==> src/rtl/inport_pkg.sv <==
package inport_pkg;

  function automatic logic [7:0] port_word(input logic [6:0] lvl);
    return {1'b1, lvl};
  endfunction

  function automatic logic [7:0] chg_word(input logic [3:0] flg, input logic [3:0] lvl);
    return {flg, lvl};
  endfunction

  function automatic logic irq_any(input logic [3:0] flg, input logic [3:0] en);
    return |(flg & en);
  endfunction

endpackage

==> src/rtl/inport_sync.sv <==
module inport_sync #(
  parameter int WIDTH  = 7,
  parameter int STAGES = 2
) (
  input  logic             clk,
  input  logic             rst_n,
  input  logic [WIDTH-1:0] d_i,
  output logic [WIDTH-1:0] q_o
);
  logic [WIDTH-1:0] stage_q [STAGES];

  for (genvar s = 0; s < STAGES; s++) begin : g_stage
    always_ff @(posedge clk or negedge rst_n) begin
      if (!rst_n) stage_q[s] <= '0;
      else if (s == 0) stage_q[s] <= d_i;
      else stage_q[s] <= stage_q[(s == 0) ? 0 : s-1];
    end
  end

  assign q_o = stage_q[STAGES-1];
endmodule

==> src/rtl/inport_filter.sv <==
module inport_filter #(
  parameter int FILT_CNT = 3
) (
  input  logic clk,
  input  logic rst_n,
  input  logic s_i,
  output logic lvl_o,
  output logic upd_o
);
  localparam int CW = $clog2(FILT_CNT + 1);
  localparam logic [CW-1:0] LAST = CW'(FILT_CNT - 1);

  logic [CW-1:0] cnt_q;
  logic          lvl_q;
  logic          diff;

  assign diff  = (s_i != lvl_q);
  assign upd_o = diff && (cnt_q == LAST);
  assign lvl_o = lvl_q;

  always_ff @(posedge clk or negedge rst_n) begin
    if (!rst_n) begin
      cnt_q <= '0;
      lvl_q <= 1'b0;
    end else if (upd_o) begin
      cnt_q <= '0;
      lvl_q <= s_i;
    end else if (diff) begin
      cnt_q <= cnt_q + 1'b1;
    end else begin
      cnt_q <= '0;
    end
  end
endmodule

==> src/rtl/inport_flags.sv <==
module inport_flags #(
  parameter int NUM_DET = 4
) (
  input  logic               clk,
  input  logic               rst_n,
  input  logic [NUM_DET-1:0] upd_i,
  input  logic               clr_i,
  output logic [NUM_DET-1:0] flag_o
);
  always_ff @(posedge clk or negedge rst_n) begin
    if (!rst_n) flag_o <= '0;
    else flag_o <= (flag_o & ~{NUM_DET{clr_i}}) | upd_i;
  end
endmodule

==> src/rtl/inport_watch.sv <==
module inport_watch
  import inport_pkg::*;
#(
  parameter int NUM_IN      = 7,
  parameter int NUM_DET     = 4,
  parameter int SYNC_STAGES = 2,
  parameter int FILT_CNT    = 3
) (
  input  logic               clk,
  input  logic               rst_n,
  input  logic [NUM_IN-1:0]  pin_i,
  input  logic [NUM_DET-1:0] irq_en_i,
  input  logic               chg_rd_i,
  output logic [NUM_IN:0]    port_o,
  output logic [2*NUM_DET-1:0] chg_o,
  output logic               irq_o
);
  logic [NUM_IN-1:0]  sync_q;
  logic [NUM_IN-1:0]  deb_q;
  logic [NUM_IN-1:0]  upd_w;
  logic [NUM_DET-1:0] flag_q;

  inport_sync #(.WIDTH(NUM_IN), .STAGES(SYNC_STAGES)) u_sync (
    .clk(clk), .rst_n(rst_n), .d_i(pin_i), .q_o(sync_q)
  );

  for (genvar i = 0; i < NUM_IN; i++) begin : g_filt
    inport_filter #(.FILT_CNT(FILT_CNT)) u_filt (
      .clk(clk), .rst_n(rst_n), .s_i(sync_q[i]),
      .lvl_o(deb_q[i]), .upd_o(upd_w[i])
    );
  end

  inport_flags #(.NUM_DET(NUM_DET)) u_flags (
    .clk(clk), .rst_n(rst_n), .upd_i(upd_w[NUM_DET-1:0]),
    .clr_i(chg_rd_i), .flag_o(flag_q)
  );

  assign port_o = port_word(deb_q);
  assign chg_o  = chg_word(flag_q, deb_q[NUM_DET-1:0]);
  assign irq_o  = irq_any(flag_q, irq_en_i);
endmodule

==> config.mk <==
export PLATFORM = sky130hd
export DESIGN_NAME = inport_watch
export DESIGN_NICKNAME = d
export VERILOG_FILES = /design/src/rtl/inport_pkg.sv /design/src/rtl/inport_sync.sv /design/src/rtl/inport_filter.sv /design/src/rtl/inport_flags.sv /design/src/rtl/inport_watch.sv
export SDC_FILE = /design/constraint.sdc
export NUM_CORES = 1
export LEC_CHECK = 0
export ABC_AREA = 1
export BUFFER_PORTS_ARGS = -buffer_cell sky130_fd_sc_hd__buf_2
export CORE_MARGIN = 2
export CORE_UTILIZATION = 53
export DETAILED_ROUTE_END_ITERATION = 12
export GPL_ROUTABILITY_DRIVEN = 0
export PLACE_DENSITY = 0.77
export SLEW_MARGIN = 20
export SYNTH_ARGS = -nofsm -noshare
export SYNTH_HDL_FRONTEND = slang
export SYNTH_SLANG_ARGS = --single-unit
==> constraint.sdc <==
create_clock -name clk -period 1.25 [get_ports clk]
set_clock_uncertainty 0.05 [all_clocks]
set_input_delay 0.1875 -clock clk [delete_from_list [all_inputs] [get_ports clk]]
set_output_delay 0.1875 -clock clk [all_outputs]
set_load 0.05 [all_outputs]
==> metrics.txt, run 1 <==
# TYPE chip_impl_metric gauge
chip_impl_info{name="status",value="finished, violations left"} 1
chip_impl_info{name="violations",value="DRC, setup timing"} 1
chip_impl_metric{name="postRouteAntennaNets",unit=""} 0
chip_impl_metric{name="grt_util_all_layers",unit="%"} 16.17
chip_impl_info{name="worstHoldStart",value="chg_rd_i"} 1
chip_impl_metric{name="core",unit="µm²"} 2805
chip_impl_metric{name="initial_core_utilization",unit="%"} 56.74
chip_impl_info{name="timing.critical_path.cells",value="nand2_1, nand4_1, buf_6"} 1
chip_impl_metric{name="regToRegSetupSlack",unit="ns"} 0.16
chip_impl_info{name="unrepaired_setup_endpoints_after_global_routing",value="true"} 1
chip_impl_metric{name="final_nets",unit=""} 217
chip_impl_metric{name="cp.arrival",unit="ns"} 1.09
chip_impl_metric{name="ir_worst_vdd",unit="mV"} 1.054
chip_impl_metric{name="timing.reg2reg.worst_path_depth",unit=""} 4
chip_impl_metric{name="die_y",unit="µm"} 58.80
chip_impl_info{name="hold_end",value="u_flags.flag_o[1]$_DFF_PN0_"} 1
chip_impl_metric{name="power.static_leakage",unit="nW"} 1.012
chip_impl_info{name="post-synth-top-area-cell",value="sky130_fd_sc_hd__dfrtp_1"} 1
chip_impl_metric{name="synthesis.instances",unit=""} 161
chip_impl_info{name="cp-end-kind",value="output pin"} 1
chip_impl_metric{name="yosys_warnings",unit=""} 0
chip_impl_metric{name="cts.htree.levels",unit=""} 2
chip_impl_metric{name="routed_via_density",unit=""} 4.709
chip_impl_info{name="critical_path.reg2reg.startpoint",value="g_filt[2].u_filt.cnt_q[0]$_DFF_PN0_"} 1
chip_impl_metric{name="cp_data_required_time",unit="ns"} 1.01
chip_impl_metric{name="num_vias",unit=""} 1069
chip_impl_metric{name="insertedDiodeCount",unit=""} 0
chip_impl_metric{name="pre_repair_dr_iteration_count",unit=""} 10
chip_impl_info{name="delay_heaviest_family_cp",value="flip-flops"} 1
chip_impl_metric{name="p_per_cell_area",unit="nW/µm²"} 2422
chip_impl_metric{name="synth.yosys.seq_area_share",unit="%"} 61.32
chip_impl_info{name="min_path_type",value="primary input to register"} 1
chip_impl_metric{name="wirelength_routed",unit="µm"} 2490
chip_impl_metric{name="place_area",unit="µm²"} 1710
chip_impl_metric{name="grt_pass1_wl",unit="µm"} 4119
chip_impl_metric{name="drt-initial-drc-count",unit=""} 33
chip_impl_metric{name="dp_hpwl",unit="µm"} 1756
chip_impl_metric{name="synth_top_area_share",unit="%"} 61.32
chip_impl_metric{name="pin_count",unit=""} 31
chip_impl_metric{name="critPathMaxStageDelay",unit="ns"} 0.43
chip_impl_metric{name="clk_pin_slew_worst_paths",unit="ns"} 0.10
chip_impl_metric{name="grt_pass1_vias",unit=""} 1073
chip_impl_metric{name="numCtsBuffers",unit=""} 5
chip_impl_info{name="root_buf_cell",value="sky130_fd_sc_hd__clkbuf_4"} 1
chip_impl_metric{name="drive_gt1_share",unit="%"} 20.92
chip_impl_metric{name="post-route-worst-setup-slack",unit="ns"} -0.07536
chip_impl_metric{name="floorplan.rows",unit=""} 19
chip_impl_metric{name="hold-path-cell-count",unit=""} 4
chip_impl_info{name="synth_top_cells_by_area",value="sky130_fd_sc_hd__dfrtp_1 (61%), sky130_fd_sc_hd__nand2_1 (9.4%), sky130_fd_sc_hd__buf_4 (5.7%)"} 1
chip_impl_info{name="critical_path.startpoint_type",value="register"} 1
chip_impl_metric{name="horiz_die_dim",unit="µm"} 58.80
chip_impl_info{name="timing.rr.end",value="g_filt[2].u_filt.cnt_q[1]$_DFF_PN0_"} 1
chip_impl_info{name="cts_tree",value="done"} 1
chip_impl_metric{name="postSynthAreaPerCell",unit="µm²"} 9.885
chip_impl_metric{name="synth_cell_type_count",unit=""} 11
chip_impl_metric{name="crit_fanout",unit=""} 3
chip_impl_metric{name="timing.final.setup_violations",unit=""} 2
chip_impl_metric{name="total_die_area",unit="µm²"} 3457
chip_impl_metric{name="synthesis.nets",unit=""} 182
chip_impl_metric{name="max-clock-path-buffers",unit=""} 2
chip_impl_metric{name="layout.cell_area.non_filler",unit="µm²"} 1898
chip_impl_metric{name="flow.area_growth_from_synthesis",unit="%"} 19.26
chip_impl_metric{name="synthesis.area",unit="µm²"} 1592
chip_impl_metric{name="post-route-min-period",unit="ns"} 1.325
chip_impl_metric{name="postSynthRegisterBits",unit=""} 39
chip_impl_metric{name="grt_antenna_before_repair",unit=""} 0
chip_impl_info{name="criticalPathCategory",value="register to output pin"} 1
chip_impl_metric{name="grt_max_degree",unit=""} 40
chip_impl_metric{name="final_core_util",unit="%"} 67.66
chip_impl_metric{name="timing_max_transition_violations_final",unit=""} 0
chip_impl_info{name="crit_slowest_cell",value="sky130_fd_sc_hd__dfrtp_2"} 1
chip_impl_metric{name="globalRoute.totalOverflow",unit=""} 0
chip_impl_metric{name="wl_per_cell",unit="µm"} 10.97
chip_impl_metric{name="fmax",unit="MHz"} 754.5
chip_impl_metric{name="drcViolationCount",unit=""} 2
chip_impl_metric{name="detailedPlace.worstSlack",unit="ns"} 0.1641
chip_impl_metric{name="crit_buf_inv",unit=""} 1
chip_impl_metric{name="totalNegativeSetupSlack",unit="ns"} -0.08389
chip_impl_metric{name="clk-insertion-delay-late",unit="ns"} 0.33
chip_impl_metric{name="hold_viol_final",unit=""} 0
chip_impl_metric{name="clock_sink_count",unit=""} 39
chip_impl_metric{name="finalCritPeriodShare",unit="%"} 106.0
chip_impl_metric{name="max-cap-violations",unit=""} 0
chip_impl_metric{name="port_buffers",unit=""} 29
==> worst register-to-register path, cell delays in order (launching register included) <==
cell and delay (ns):
sky130_fd_sc_hd__dfrtp_1 0.35, sky130_fd_sc_hd__inv_1 0.04, sky130_fd_sc_hd__ha_1 0.28, sky130_fd_sc_hd__or2_0 0.21
sky130_fd_sc_hd__nor2_1 0.10
==> worst max path at each step <==
stage	cells past startpoint	startpoint	to
detailed placement	4	g_filt[2].u_filt.cnt_q[0]$_DFF_PN0_	g_filt[2].u_filt.cnt_q[1]$_DFF_PN0_
CTS	3	u_flags.flag_o[2]$_DFF_PN0_	irq_o
floorplan	2	u_flags.flag_o[0]$_DFF_PN0_	irq_o
global placement	4	g_filt[3].u_filt.cnt_q[0]$_DFF_PN0_	g_filt[3].u_filt.cnt_q[1]$_DFF_PN0_
global route	3	u_flags.flag_o[1]$_DFF_PN0_	irq_o
finish	3	u_flags.flag_o[1]$_DFF_PN0_	irq_o
==> through the flow <==
step / hold slack [ns] / power [W] / instances
after CTS: 0.06475 / 0.004539 / 225
after global routing: 0.08722 / 0.004933 / 227
after floorplan: -0.1581 / 0.003603 / 161
after detailed placement: 0.1169 / 0.003857 / 210
after global placement: 0.1166 / 0.003739 / 210
final: 0.08119 / 0.004596 / 227
==> registers in the layout (all words and copies together), names as in the netlist <==
name and count:
g_filt.u_filt.cnt_q 14, u_sync.stage_q 7, u_sync.q_o 7, g_filt.u_filt.lvl_o 7, u_flags.flag_o 4
==> cells by family (layout without fill, tap and decap cells) <==
| kind of cell | count (synthesis) | after routing | synth area share, % |
|---|---|---|---|
| AND/OR/NAND/NOR | 73 | 73 | 19.89 |
| flip-flops | 39 | 39 | 61.32 |
| buffers and inverters | 34 | 69 | 10.85 |
| adder cells (fa/ha/maj) | 7 | 7 | 5.503 |
| AO/OA/AOI/OAI | 7 | 7 | 2.201 |
| other | 1 | 1 | 0.2356 |
==> routing by layer <==
layer	GRT usage (%)	wire length, µm
met2	28.41	1358
met1	17.13	984
met4	8.442	52
met3	5.275	95
met5	0	0
==> area by class of cell <==
| type | count | area, µm² |
|---|---|---|
| flip-flops and latches | 39 | 980.9 |
| clock buffers | 7 | 45.04 |
| inverters | 22 | 82.58 |
| repair buffers | 40 | 307.8 |
| fillers | 215 | 907.1 |
| well taps | 31 | 38.79 |
| multi-input cells | 88 | 442.9 |
==> layout by cell type, fill, tap and decap left out <==
cell type	n
sky130_fd_sc_hd__nand2_1	40
sky130_fd_sc_hd__dfrtp_1	35
sky130_fd_sc_hd__inv_1	22
sky130_fd_sc_hd__buf_2	16
sky130_fd_sc_hd__or2_0	14
sky130_fd_sc_hd__nor2_1	14
sky130_fd_sc_hd__clkbuf_4	10
sky130_fd_sc_hd__dlygate4sd3_1	8
sky130_fd_sc_hd__o21ai_0	7
sky130_fd_sc_hd__ha_1	7
sky130_fd_sc_hd__buf_4	6
sky130_fd_sc_hd__nand3_1	4
sky130_fd_sc_hd__buf_6	4
sky130_fd_sc_hd__dfrtp_2	4
sky130_fd_sc_hd__clkbuf_1	2
sky130_fd_sc_hd__nand4_1	1
sky130_fd_sc_hd__conb_1	1
sky130_fd_sc_hd__buf_12	1
==> synthesized netlist by cell type <==
library cell / number
sky130_fd_sc_hd__nand3_1: 4
sky130_fd_sc_hd__conb_1: 1
sky130_fd_sc_hd__or2_0: 14
sky130_fd_sc_hd__inv_1: 22
sky130_fd_sc_hd__ha_1: 7
sky130_fd_sc_hd__nand4_1: 1
sky130_fd_sc_hd__buf_4: 12
sky130_fd_sc_hd__dfrtp_1: 39
sky130_fd_sc_hd__o21ai_0: 7
sky130_fd_sc_hd__nor2_1: 14
sky130_fd_sc_hd__nand2_1: 40
==> power breakdown <==
| group | internal [W] | switching [W] |
|---|---|---|
| sequential | 0.00162 | 0.000207 |
| clock | 0.000212 | 0.000357 |
| combinational | 0.000742 | 0.00145 |
==> repair_timing <==
item	4_1_cts	5_1_grt
pin swaps	2	2
hold buffers	8	0
endpoints found under the setup margin	7	10
buffers inserted	0	2
resized for setup	8	10
endpoints found under the hold margin	46	0
Power figures use the tool's default switching activity.
==> run 2, diff against run 1 <==
--- a/config.mk
+++ b/config.mk
@@ -5,12 +5,12 @@
 export SDC_FILE = /design/constraint.sdc
 export NUM_CORES = 1
 export LEC_CHECK = 0
-export ABC_AREA = 1
 export BUFFER_PORTS_ARGS = -buffer_cell sky130_fd_sc_hd__buf_2
 export CORE_MARGIN = 2
-export CORE_UTILIZATION = 53
+export CORE_UTILIZATION = 52
 export DETAILED_ROUTE_END_ITERATION = 12
 export GPL_ROUTABILITY_DRIVEN = 0
+export MAX_ROUTING_LAYER = met4
 export PLACE_DENSITY = 0.77
 export SLEW_MARGIN = 20
 export SYNTH_ARGS = -nofsm -noshare
==> run 2 against run 1 <==
Compared with the run above: the flow finishes with violations (setup timing); routed wire length decreased by 15%; setup slack worse by 0.058 ns; via count is 18% lower; clock power up 23%; hold slack got worse by 0.043 ns; critical path type unchanged; critical endpoint unchanged.
==> metrics.txt, run 2 <==
# TYPE chip_impl_metric gauge
chip_impl_metric{name="simple_gate_fraction_of_synth_area",unit="%"} 5.030
chip_impl_metric{name="grt_pass1_wl",unit="µm"} 3622
chip_impl_info{name="timing.critical_path.cells",value="a22oi_2, nand2_2, buf_6"} 1
chip_impl_metric{name="drcViolationCount",unit=""} 0
chip_impl_metric{name="grt_util_all_layers",unit="%"} 15.54
chip_impl_metric{name="num_vias",unit=""} 876
chip_impl_metric{name="floorplan.rows",unit=""} 19
chip_impl_metric{name="grt_pass1_vias",unit=""} 870
chip_impl_metric{name="grt_max_degree",unit=""} 40
chip_impl_metric{name="synth.area.mux_share",unit="%"} 5.371
chip_impl_info{name="layout_common_cells",value="sky130_fd_sc_hd__dfrtp_1 (34), sky130_fd_sc_hd__inv_1 (15), sky130_fd_sc_hd__buf_4 (15)"} 1
chip_impl_metric{name="post-route-worst-setup-slack",unit="ns"} -0.1338
chip_impl_metric{name="pre_repair_dr_iteration_count",unit=""} 2
chip_impl_info{name="synth_flop_cell",value="sky130_fd_sc_hd__dfrtp_1"} 1
chip_impl_info{name="crit_slowest_cell",value="sky130_fd_sc_hd__dfrtp_2"} 1
chip_impl_info{name="regMostFlops",value="g_filt.u_filt.cnt_q"} 1
chip_impl_metric{name="port_buffers",unit=""} 29
chip_impl_info{name="post-synth-top-area-cell",value="sky130_fd_sc_hd__dfrtp_1"} 1
chip_impl_info{name="root_buf_cell",value="sky130_fd_sc_hd__clkbuf_4"} 1
chip_impl_metric{name="timing.final.setup_violations",unit=""} 3
chip_impl_info{name="status",value="finished, violations left"} 1
chip_impl_metric{name="crit_fanout",unit=""} 3
chip_impl_metric{name="initial_core_utilization",unit="%"} 54.16
chip_impl_metric{name="horiz_die_dim",unit="µm"} 57.13
chip_impl_metric{name="yosys_warnings",unit=""} 0
chip_impl_metric{name="postRouteAntennaNets",unit=""} 0
chip_impl_info{name="cts_tree",value="done"} 1
chip_impl_metric{name="synth_top_area_share",unit="%"} 66.50
chip_impl_metric{name="total_die_area",unit="µm²"} 3263
chip_impl_metric{name="max-clock-path-buffers",unit=""} 2
chip_impl_metric{name="ir_worst_vdd",unit="mV"} 1.942
chip_impl_metric{name="max-cap-violations",unit=""} 0
chip_impl_metric{name="timing_max_transition_violations_final",unit=""} 0
chip_impl_metric{name="synthesis.nets",unit=""} 130
chip_impl_metric{name="fill_cells",unit=""} 199
chip_impl_metric{name="synth.yosys.seq_area_share",unit="%"} 66.50
chip_impl_info{name="final_common_cell",value="sky130_fd_sc_hd__dfrtp_1"} 1
chip_impl_info{name="worst_setup_path_startpoint",value="u_flags.flag_o[1]$_DFF_PN0_"} 1
chip_impl_metric{name="cts.htree.levels",unit=""} 2
chip_impl_metric{name="drt-initial-drc-count",unit=""} 7
chip_impl_metric{name="globalRoute.totalOverflow",unit=""} 0
chip_impl_metric{name="timing.reg2reg.worst_path_depth",unit=""} 3
chip_impl_metric{name="synthesis.area",unit="µm²"} 1468
chip_impl_info{name="critical_path.reg2reg.startpoint",value="g_filt[1].u_filt.cnt_q[0]$_DFF_PN0_"} 1
chip_impl_metric{name="detailedPlace.worstSlack",unit="ns"} 0.07605
chip_impl_metric{name="synth_cell_type_count",unit=""} 12
chip_impl_metric{name="drive_gt1_share",unit="%"} 36.49
chip_impl_info{name="most_used_standard_cell_by_instance_count_after_synthesis",value="sky130_fd_sc_hd__dfrtp_1"} 1
chip_impl_info{name="violations",value="setup timing"} 1
chip_impl_metric{name="wirelength_routed",unit="µm"} 2109
chip_impl_metric{name="clk_pin_slew_worst_paths",unit="ns"} 0.10
chip_impl_metric{name="finalCritPeriodShare",unit="%"} 110.7
chip_impl_metric{name="final_core_util",unit="%"} 68.47
chip_impl_info{name="synth_top_family_by_area",value="buffers and inverters"} 1
chip_impl_metric{name="post-route-min-period",unit="ns"} 1.384
chip_impl_metric{name="fmax",unit="MHz"} 722.7
chip_impl_metric{name="number_of_flip_flops_in_the_largest_register",unit=""} 14
chip_impl_info{name="synth_top_cells_by_area",value="sky130_fd_sc_hd__dfrtp_1 (66%), sky130_fd_sc_hd__buf_4 (6.1%), sky130_fd_sc_hd__ha_1 (6.0%)"} 1
chip_impl_metric{name="power.switching_fraction",unit="%"} 41.71
chip_impl_metric{name="combinationalPowerShare",unit="%"} 47.6
chip_impl_metric{name="netSwitchingPower",unit="W"} 0.002047
chip_impl_metric{name="place_area",unit="µm²"} 1589
chip_impl_metric{name="wl_per_cell",unit="µm"} 11.78
chip_impl_metric{name="totalNegativeSetupSlack",unit="ns"} -0.1787
chip_impl_metric{name="postSynthAreaPerCell",unit="µm²"} 13.46
chip_impl_metric{name="numCtsBuffers",unit=""} 5
chip_impl_metric{name="regToRegSetupSlack",unit="ns"} 0.09
chip_impl_metric{name="routed_via_density",unit=""} 4.894
chip_impl_metric{name="layout.cell_area.non_filler",unit="µm²"} 1856
chip_impl_metric{name="pwr-share-seq",unit="%"} 38.1
chip_impl_metric{name="cp_data_required_time",unit="ns"} 1.01
chip_impl_metric{name="final_nets",unit=""} 168
chip_impl_metric{name="share_clk_of_total_power",unit="%"} 14.3
chip_impl_metric{name="number_of_enable_flip_flop_cells_after_synthesis",unit=""} 0
chip_impl_metric{name="core",unit="µm²"} 2710
chip_impl_metric{name="post_synthesis_adder_cell_area_fraction",unit="%"} 5.968
chip_impl_metric{name="clk-insertion-delay-late",unit="ns"} 0.33
chip_impl_metric{name="die_y",unit="µm"} 57.13
chip_impl_metric{name="area_occupied_by_multi_input_gates",unit="µm²"} 360.3
chip_impl_metric{name="pin_count",unit=""} 31
chip_impl_info{name="criticalPathCategory",value="register to output pin"} 1
chip_impl_metric{name="power.static_leakage",unit="nW"} 0.8831
chip_impl_metric{name="synth_xor_area_share",unit="%"} 4.177
chip_impl_metric{name="synthesis.instances",unit=""} 109
chip_impl_metric{name="cp.arrival",unit="ns"} 1.15
chip_impl_metric{name="regArea",unit="µm²"} 982.2
chip_impl_info{name="critical_path.startpoint_type",value="register"} 1
chip_impl_info{name="min_path_type",value="primary input to register"} 1
chip_impl_metric{name="dp_hpwl",unit="µm"} 1427
chip_impl_info{name="critical_path.endpoint",value="irq_o"} 1
chip_impl_metric{name="hold_viol_final",unit=""} 0
chip_impl_metric{name="synth_compound_gate_area_share",unit="%"} 2.728
chip_impl_metric{name="p_per_cell_area",unit="nW/µm²"} 2644
chip_impl_info{name="synth.top_cells.by_count",value="sky130_fd_sc_hd__dfrtp_1 (39), sky130_fd_sc_hd__inv_1 (15), sky130_fd_sc_hd__nor3_1 (14)"} 1
chip_impl_metric{name="flow.area_growth_from_synthesis",unit="%"} 26.43
chip_impl_metric{name="grt_antenna_before_repair",unit=""} 0
chip_impl_info{name="timing.rr.end",value="g_filt[1].u_filt.lvl_o$_DFFE_PN0P_"} 1
chip_impl_metric{name="internal_power",unit="W"} 0.002860
chip_impl_metric{name="insertedDiodeCount",unit=""} 0
chip_impl_info{name="cp-end-kind",value="output pin"} 1
chip_impl_metric{name="critPathMaxStageDelay",unit="ns"} 0.44
chip_impl_info{name="unrepaired_setup_endpoints_after_global_routing",value="true"} 1
chip_impl_metric{name="synth_async_sr_flop_share",unit="%"} 100.0
chip_impl_metric{name="clock_sink_count",unit=""} 39
chip_impl_metric{name="postSynthRegisterBits",unit=""} 39
==> run 2: changes by cell type after synthesis, moves of 7 or more <==
cell,previous run,this run
sky130_fd_sc_hd__or2_0,14,0
sky130_fd_sc_hd__inv_1,22,15
sky130_fd_sc_hd__nor3_1,0,14
sky130_fd_sc_hd__nor2_1,14,0
sky130_fd_sc_hd__nand2_1,40,1
sky130_fd_sc_hd__o21ai_0,7,0
sky130_fd_sc_hd__xnor2_1,0,7
==> run 2: worst max-delay path: cells and delay by family (launching register included) <==
kind            cells  cell delay [ns]
flops               1             0.44
compound gates      1             0.16
buf+inv             1             0.15
simple gates        1             0.07
==> run 2: power groups by stage <==
stage / logic (W) / registers [W] / clock network (W)
2_1_floorplan: 0.00166 / 0.00200 / 0
3_3_place_gp: 0.00191 / 0.00185 / 0
3_5_place_dp: 0.00197 / 0.00189 / 0
4_1_cts: 0.00224 / 0.00187 / 0.000732
5_1_grt: 0.00250 / 0.00192 / 0.000785
6_report: 0.00234 / 0.00187 / 0.000701
==> run 2: kinds of logic (layout without fill, tap and decap cells) <==
kind of cell	Yosys count	in the layout
flops	39	39
buf+inv	27	66
simple gates	15	15
fa+ha+maj	7	7
xor+xnor	7	7
mux	7	7
compound gates	6	6
other cells	1	1
==> run 2: cell type report <==
cell class                      instances  share of cell area, %
Timing Repair Buffer                   43                  18.81
Clock buffer                            8                  3.709
Tap cell                               31                  2.090
Multi-Input combinational cell         43                  19.42
Inverter                               15                  3.034
Sequential cell                        39                  52.93
==> run 2: stage by stage <==
step	hold WS [ns]	std cells	power, W
floorplan	-0.1581	109	0.003664
global placement	0.1151	158	0.003759
detailed placement	0.1165	158	0.003860
CTS	0.03027	177	0.004845
global route	0.04017	179	0.005201
finish	0.03861	179	0.004907
==> run 2: repair_timing <==
action                                  in CTS  in global routing
hold buffers                                 8                  0
resized for setup                           19                 10
endpoints found under the setup margin      12                 12
hold endpoints to repair                    46                  0
buffers inserted                             3                  2
==> run 2: worst min path at each step <==
| stage | from | end | slack [ns] | cells after the start |
|---|---|---|---|---|
| after CTS | chg_rd_i | u_flags.flag_o[2]$_DFF_PN0_ | 0.03 | 2 |
| after global placement | rst_n | g_filt[0].u_filt.lvl_o$_DFFE_PN0P_ | 0.12 | 2 |
| after floorplan | rst_n | g_filt[0].u_filt.cnt_q[0]$_DFF_PN0_ | -0.16 | 0 |
| after global routing | chg_rd_i | u_flags.flag_o[2]$_DFF_PN0_ | 0.04 | 2 |
| final | chg_rd_i | u_flags.flag_o[2]$_DFF_PN0_ | 0.04 | 2 |
| after detailed placement | rst_n | g_filt[0].u_filt.lvl_o$_DFFE_PN0P_ | 0.12 | 2 |
==> run 2: routing by layer <==
metal | routed length [µm] | GRT usage [%] | vias to the layer above
li1 | - | - | 419
met1 | 865 | 17.71 | 425
met2 | 1070 | 24.79 | 27
met3 | 131 | 4.762 | 5
met4 | 42 | 7.973 | 0
met5 | 0 | - | -
==> run 3, diff against run 2 <==
--- a/config.mk
+++ b/config.mk
@@ -6,12 +6,11 @@
 export NUM_CORES = 1
 export LEC_CHECK = 0
 export BUFFER_PORTS_ARGS = -buffer_cell sky130_fd_sc_hd__buf_2
-export CORE_MARGIN = 2
-export CORE_UTILIZATION = 52
+export CORE_MARGIN = 4
+export CORE_UTILIZATION = 38
 export DETAILED_ROUTE_END_ITERATION = 12
 export GPL_ROUTABILITY_DRIVEN = 0
 export MAX_ROUTING_LAYER = met4
-export PLACE_DENSITY = 0.77
 export SLEW_MARGIN = 20
 export SYNTH_ARGS = -nofsm -noshare
 export SYNTH_HDL_FRONTEND = slang
==> constraint.sdc (replaced) <==
create_clock -name clk -period 1.7 [get_ports clk]
set_clock_uncertainty 0.05 [all_clocks]
set_input_delay 0.255 -clock clk [delete_from_list [all_inputs] [get_ports clk]]
set_output_delay 0.255 -clock clk [all_outputs]
set_load 0.05 [all_outputs]
==> run 3 against run 2 <==
Compared with the run above: the flow now finishes without violations; sequential share of layout area up 5.1 points; non-clock buffer count down 12; die area up 51%; sequential cell count unchanged; hold slack worse by 0.018 ns; clock power down 17%; largest power group unchanged.
==> metrics.txt, run 3 (synthesis results as in run 2) <==
# TYPE chip_impl_metric gauge
chip_impl_info{name="status",value="completed"} 1
chip_impl_metric{name="wl_per_cell",unit="µm"} 10.72
chip_impl_metric{name="combinationalPowerShare",unit="%"} 42.4
chip_impl_metric{name="cts.htree.levels",unit=""} 2
chip_impl_metric{name="horiz_die_dim",unit="µm"} 70.15
chip_impl_metric{name="timing_max_transition_violations_final",unit=""} 0
chip_impl_metric{name="cp_data_required_time",unit="ns"} 1.39
chip_impl_metric{name="number_of_flip_flops_in_the_largest_register",unit=""} 14
chip_impl_metric{name="grt_util_all_layers",unit="%"} 9.182
chip_impl_metric{name="final_nets",unit=""} 156
chip_impl_metric{name="cp.arrival",unit="ns"} 1.16
chip_impl_metric{name="fin_hold_ws",unit="ns"} 0.02064
chip_impl_info{name="regMostFlops",value="g_filt.u_filt.cnt_q"} 1
chip_impl_metric{name="routed_via_density",unit=""} 4.283
chip_impl_metric{name="postRouteAntennaNets",unit=""} 0
chip_impl_metric{name="share_clk_of_total_power",unit="%"} 17.3
chip_impl_metric{name="total_die_area",unit="µm²"} 4920
chip_impl_metric{name="worstMarginPinSlew",unit="ns"} 0.5241
chip_impl_info{name="layout_common_cells",value="sky130_fd_sc_hd__dfrtp_1 (39), sky130_fd_sc_hd__buf_2 (29), sky130_fd_sc_hd__inv_1 (15)"} 1
chip_impl_metric{name="pwr-share-seq",unit="%"} 40.4
chip_impl_metric{name="relSlewSlack",unit="%"} 65.06
chip_impl_metric{name="max-clock-path-buffers",unit=""} 2
chip_impl_info{name="criticalPathCategory",value="register to output pin"} 1
chip_impl_metric{name="hold_viol_final",unit=""} 0
chip_impl_metric{name="resized_gates_after_cts",unit=""} 0
chip_impl_metric{name="dp_hpwl",unit="µm"} 1488
chip_impl_info{name="final_common_cell",value="sky130_fd_sc_hd__dfrtp_1"} 1
chip_impl_metric{name="fmax",unit="MHz"} 683.4
chip_impl_metric{name="clock_sink_count",unit=""} 39
chip_impl_info{name="cp-end-kind",value="output pin"} 1
chip_impl_metric{name="port_buffers",unit=""} 29
chip_impl_metric{name="flow.area_growth_from_synthesis",unit="%"} 14.58
chip_impl_metric{name="post-route-min-period",unit="ns"} 1.463
chip_impl_metric{name="pre_repair_dr_iteration_count",unit=""} 2
chip_impl_metric{name="drive_gt1_share",unit="%"} 28.68
chip_impl_metric{name="wirelength_routed",unit="µm"} 1973
chip_impl_metric{name="die_y",unit="µm"} 70.15
chip_impl_metric{name="finalCritPeriodShare",unit="%"} 86.07
chip_impl_metric{name="netSwitchingPower",unit="W"} 0.001453
chip_impl_metric{name="internal_power",unit="W"} 0.001900
chip_impl_metric{name="floorplan.rows",unit=""} 22
chip_impl_metric{name="timing.reg2reg.worst_path_depth",unit=""} 3
chip_impl_metric{name="numCtsBuffers",unit=""} 5
chip_impl_metric{name="detailedPlace.worstSlack",unit="ns"} 0.5164
chip_impl_metric{name="post-route-worst-setup-slack",unit="ns"} 0.2367
chip_impl_metric{name="pin_count",unit=""} 31
chip_impl_metric{name="fill_cells",unit=""} 356
chip_impl_metric{name="hold-path-cell-count",unit=""} 1
chip_impl_metric{name="post_layout_nonfiller_instances",unit=""} 184
chip_impl_metric{name="insertedDiodeCount",unit=""} 0
chip_impl_metric{name="globalRoute.totalOverflow",unit=""} 0
chip_impl_info{name="cts_tree",value="done"} 1
chip_impl_metric{name="grt_pass1_wl",unit="µm"} 3381
chip_impl_metric{name="initial_core_utilization",unit="%"} 39.79
chip_impl_info{name="root_buf_cell",value="sky130_fd_sc_hd__clkbuf_8"} 1
chip_impl_metric{name="drt-initial-drc-count",unit=""} 35
chip_impl_metric{name="p_per_cell_area",unit="nW/µm²"} 1994
chip_impl_info{name="min_path_type",value="primary input to register"} 1
chip_impl_metric{name="clk-insertion-delay-late",unit="ns"} 0.28
chip_impl_metric{name="drcViolationCount",unit=""} 0
chip_impl_metric{name="placed_cells",unit=""} 175
chip_impl_metric{name="clk_pin_slew_worst_paths",unit="ns"} 0.07
chip_impl_metric{name="max-cap-violations",unit=""} 0
chip_impl_metric{name="grt_pass1_vias",unit=""} 763
chip_impl_metric{name="core",unit="µm²"} 3689
chip_impl_metric{name="grt_max_degree",unit=""} 25
chip_impl_metric{name="grt_antenna_before_repair",unit=""} 0
chip_impl_metric{name="ir_worst_vdd",unit="mV"} 0.8413
chip_impl_info{name="critical_path.startpoint_type",value="register"} 1
chip_impl_metric{name="crit_fanout",unit=""} 3
chip_impl_metric{name="totalNegativeSetupSlack",unit="ns"} 0
chip_impl_info{name="unrepaired_setup_endpoints_after_global_routing",value="false"} 1
chip_impl_metric{name="power.static_leakage",unit="nW"} 0.8198
chip_impl_metric{name="power.switching_fraction",unit="%"} 43.33
chip_impl_metric{name="timing.final.setup_violations",unit=""} 0
chip_impl_metric{name="num_vias",unit=""} 788
## run 3: worst paths after layout
kind / from / end / slack (ns)
min in group asynchronous: rst_n / u_sync.stage_q[7]$_DFF_PN0_ / 0.42
worst min register to register: u_sync.stage_q[12]$_DFF_PN0_ / u_sync.q_o[5]$_DFF_PN0_ / 0.30
max in group asynchronous: rst_n / u_sync.stage_q[12]$_DFF_PN0_ / 0.57
worst max-delay path: u_flags.flag_o[0]$_DFF_PN0_ / irq_o / 0.24
worst max register to register: g_filt[1].u_filt.cnt_q[0]$_DFF_PN0_ / g_filt[1].u_filt.lvl_o$_DFFE_PN0P_ / 0.53
worst min-delay path: pin_i[1] / u_sync.stage_q[8]$_DFF_PN0_ / 0.02
## run 3: per-stage QoR
stage	area [µm²]	total power [W]	utilization [%]
global placement	1590	0.002763	43.11
finish	1682	0.003352	45.59
detailed placement	1590	0.002818	43.11
floorplan	1468	0.002681	-
CTS	1682	0.003412	45.59
global route	1682	0.003586	45.59
## run 3: repair_timing
| action | in CTS | in global routing |
|---|---|---|
| setup endpoints to repair | 0 | 0 |
| hold endpoints to repair | 23 | 0 |
| setup buffers | 0 | 0 |
| hold buffers | 1 | 0 |
## run 3: per-layer routing
layer	vias up	part of all wire, %	GRT usage, %
met4	0	2.1	4.468
met5	-	0	-
li1	394	-	-
met3	5	6.8	4.173
met1	369	43	10.98
met2	20	48	13.12
## run 3: critical path, stage by stage (launching register included)
cell and delay (ns):
sky130_fd_sc_hd__dfrtp_1 0.39, sky130_fd_sc_hd__a22oi_1 0.20, sky130_fd_sc_hd__nand2_1 0.07, sky130_fd_sc_hd__buf_2 0.21
## run 3: power groups by stage
stage	clock [W]	combinational [W]	sequential (W)
2_1_floorplan	0	0.00122	0.00146
3_3_place_gp	0	0.00141	0.00136
3_5_place_dp	0	0.00144	0.00138
4_1_cts	0.000604	0.00145	0.00136
5_1_grt	0.000637	0.00155	0.00140
6_report	0.000579	0.00142	0.00135
## run 3: area by class of cell
class	count	area (µm²)	share of cell area [%]
clock inverters	1	5.005	0.2976
repair buffers	31	162.7	9.673
well taps	48	60.06	3.571
flip-flops and latches	39	975.9	58.04
multi-input cells	43	345.3	20.54
inverters	15	56.30	3.348
clock buffers	7	76.32	4.539
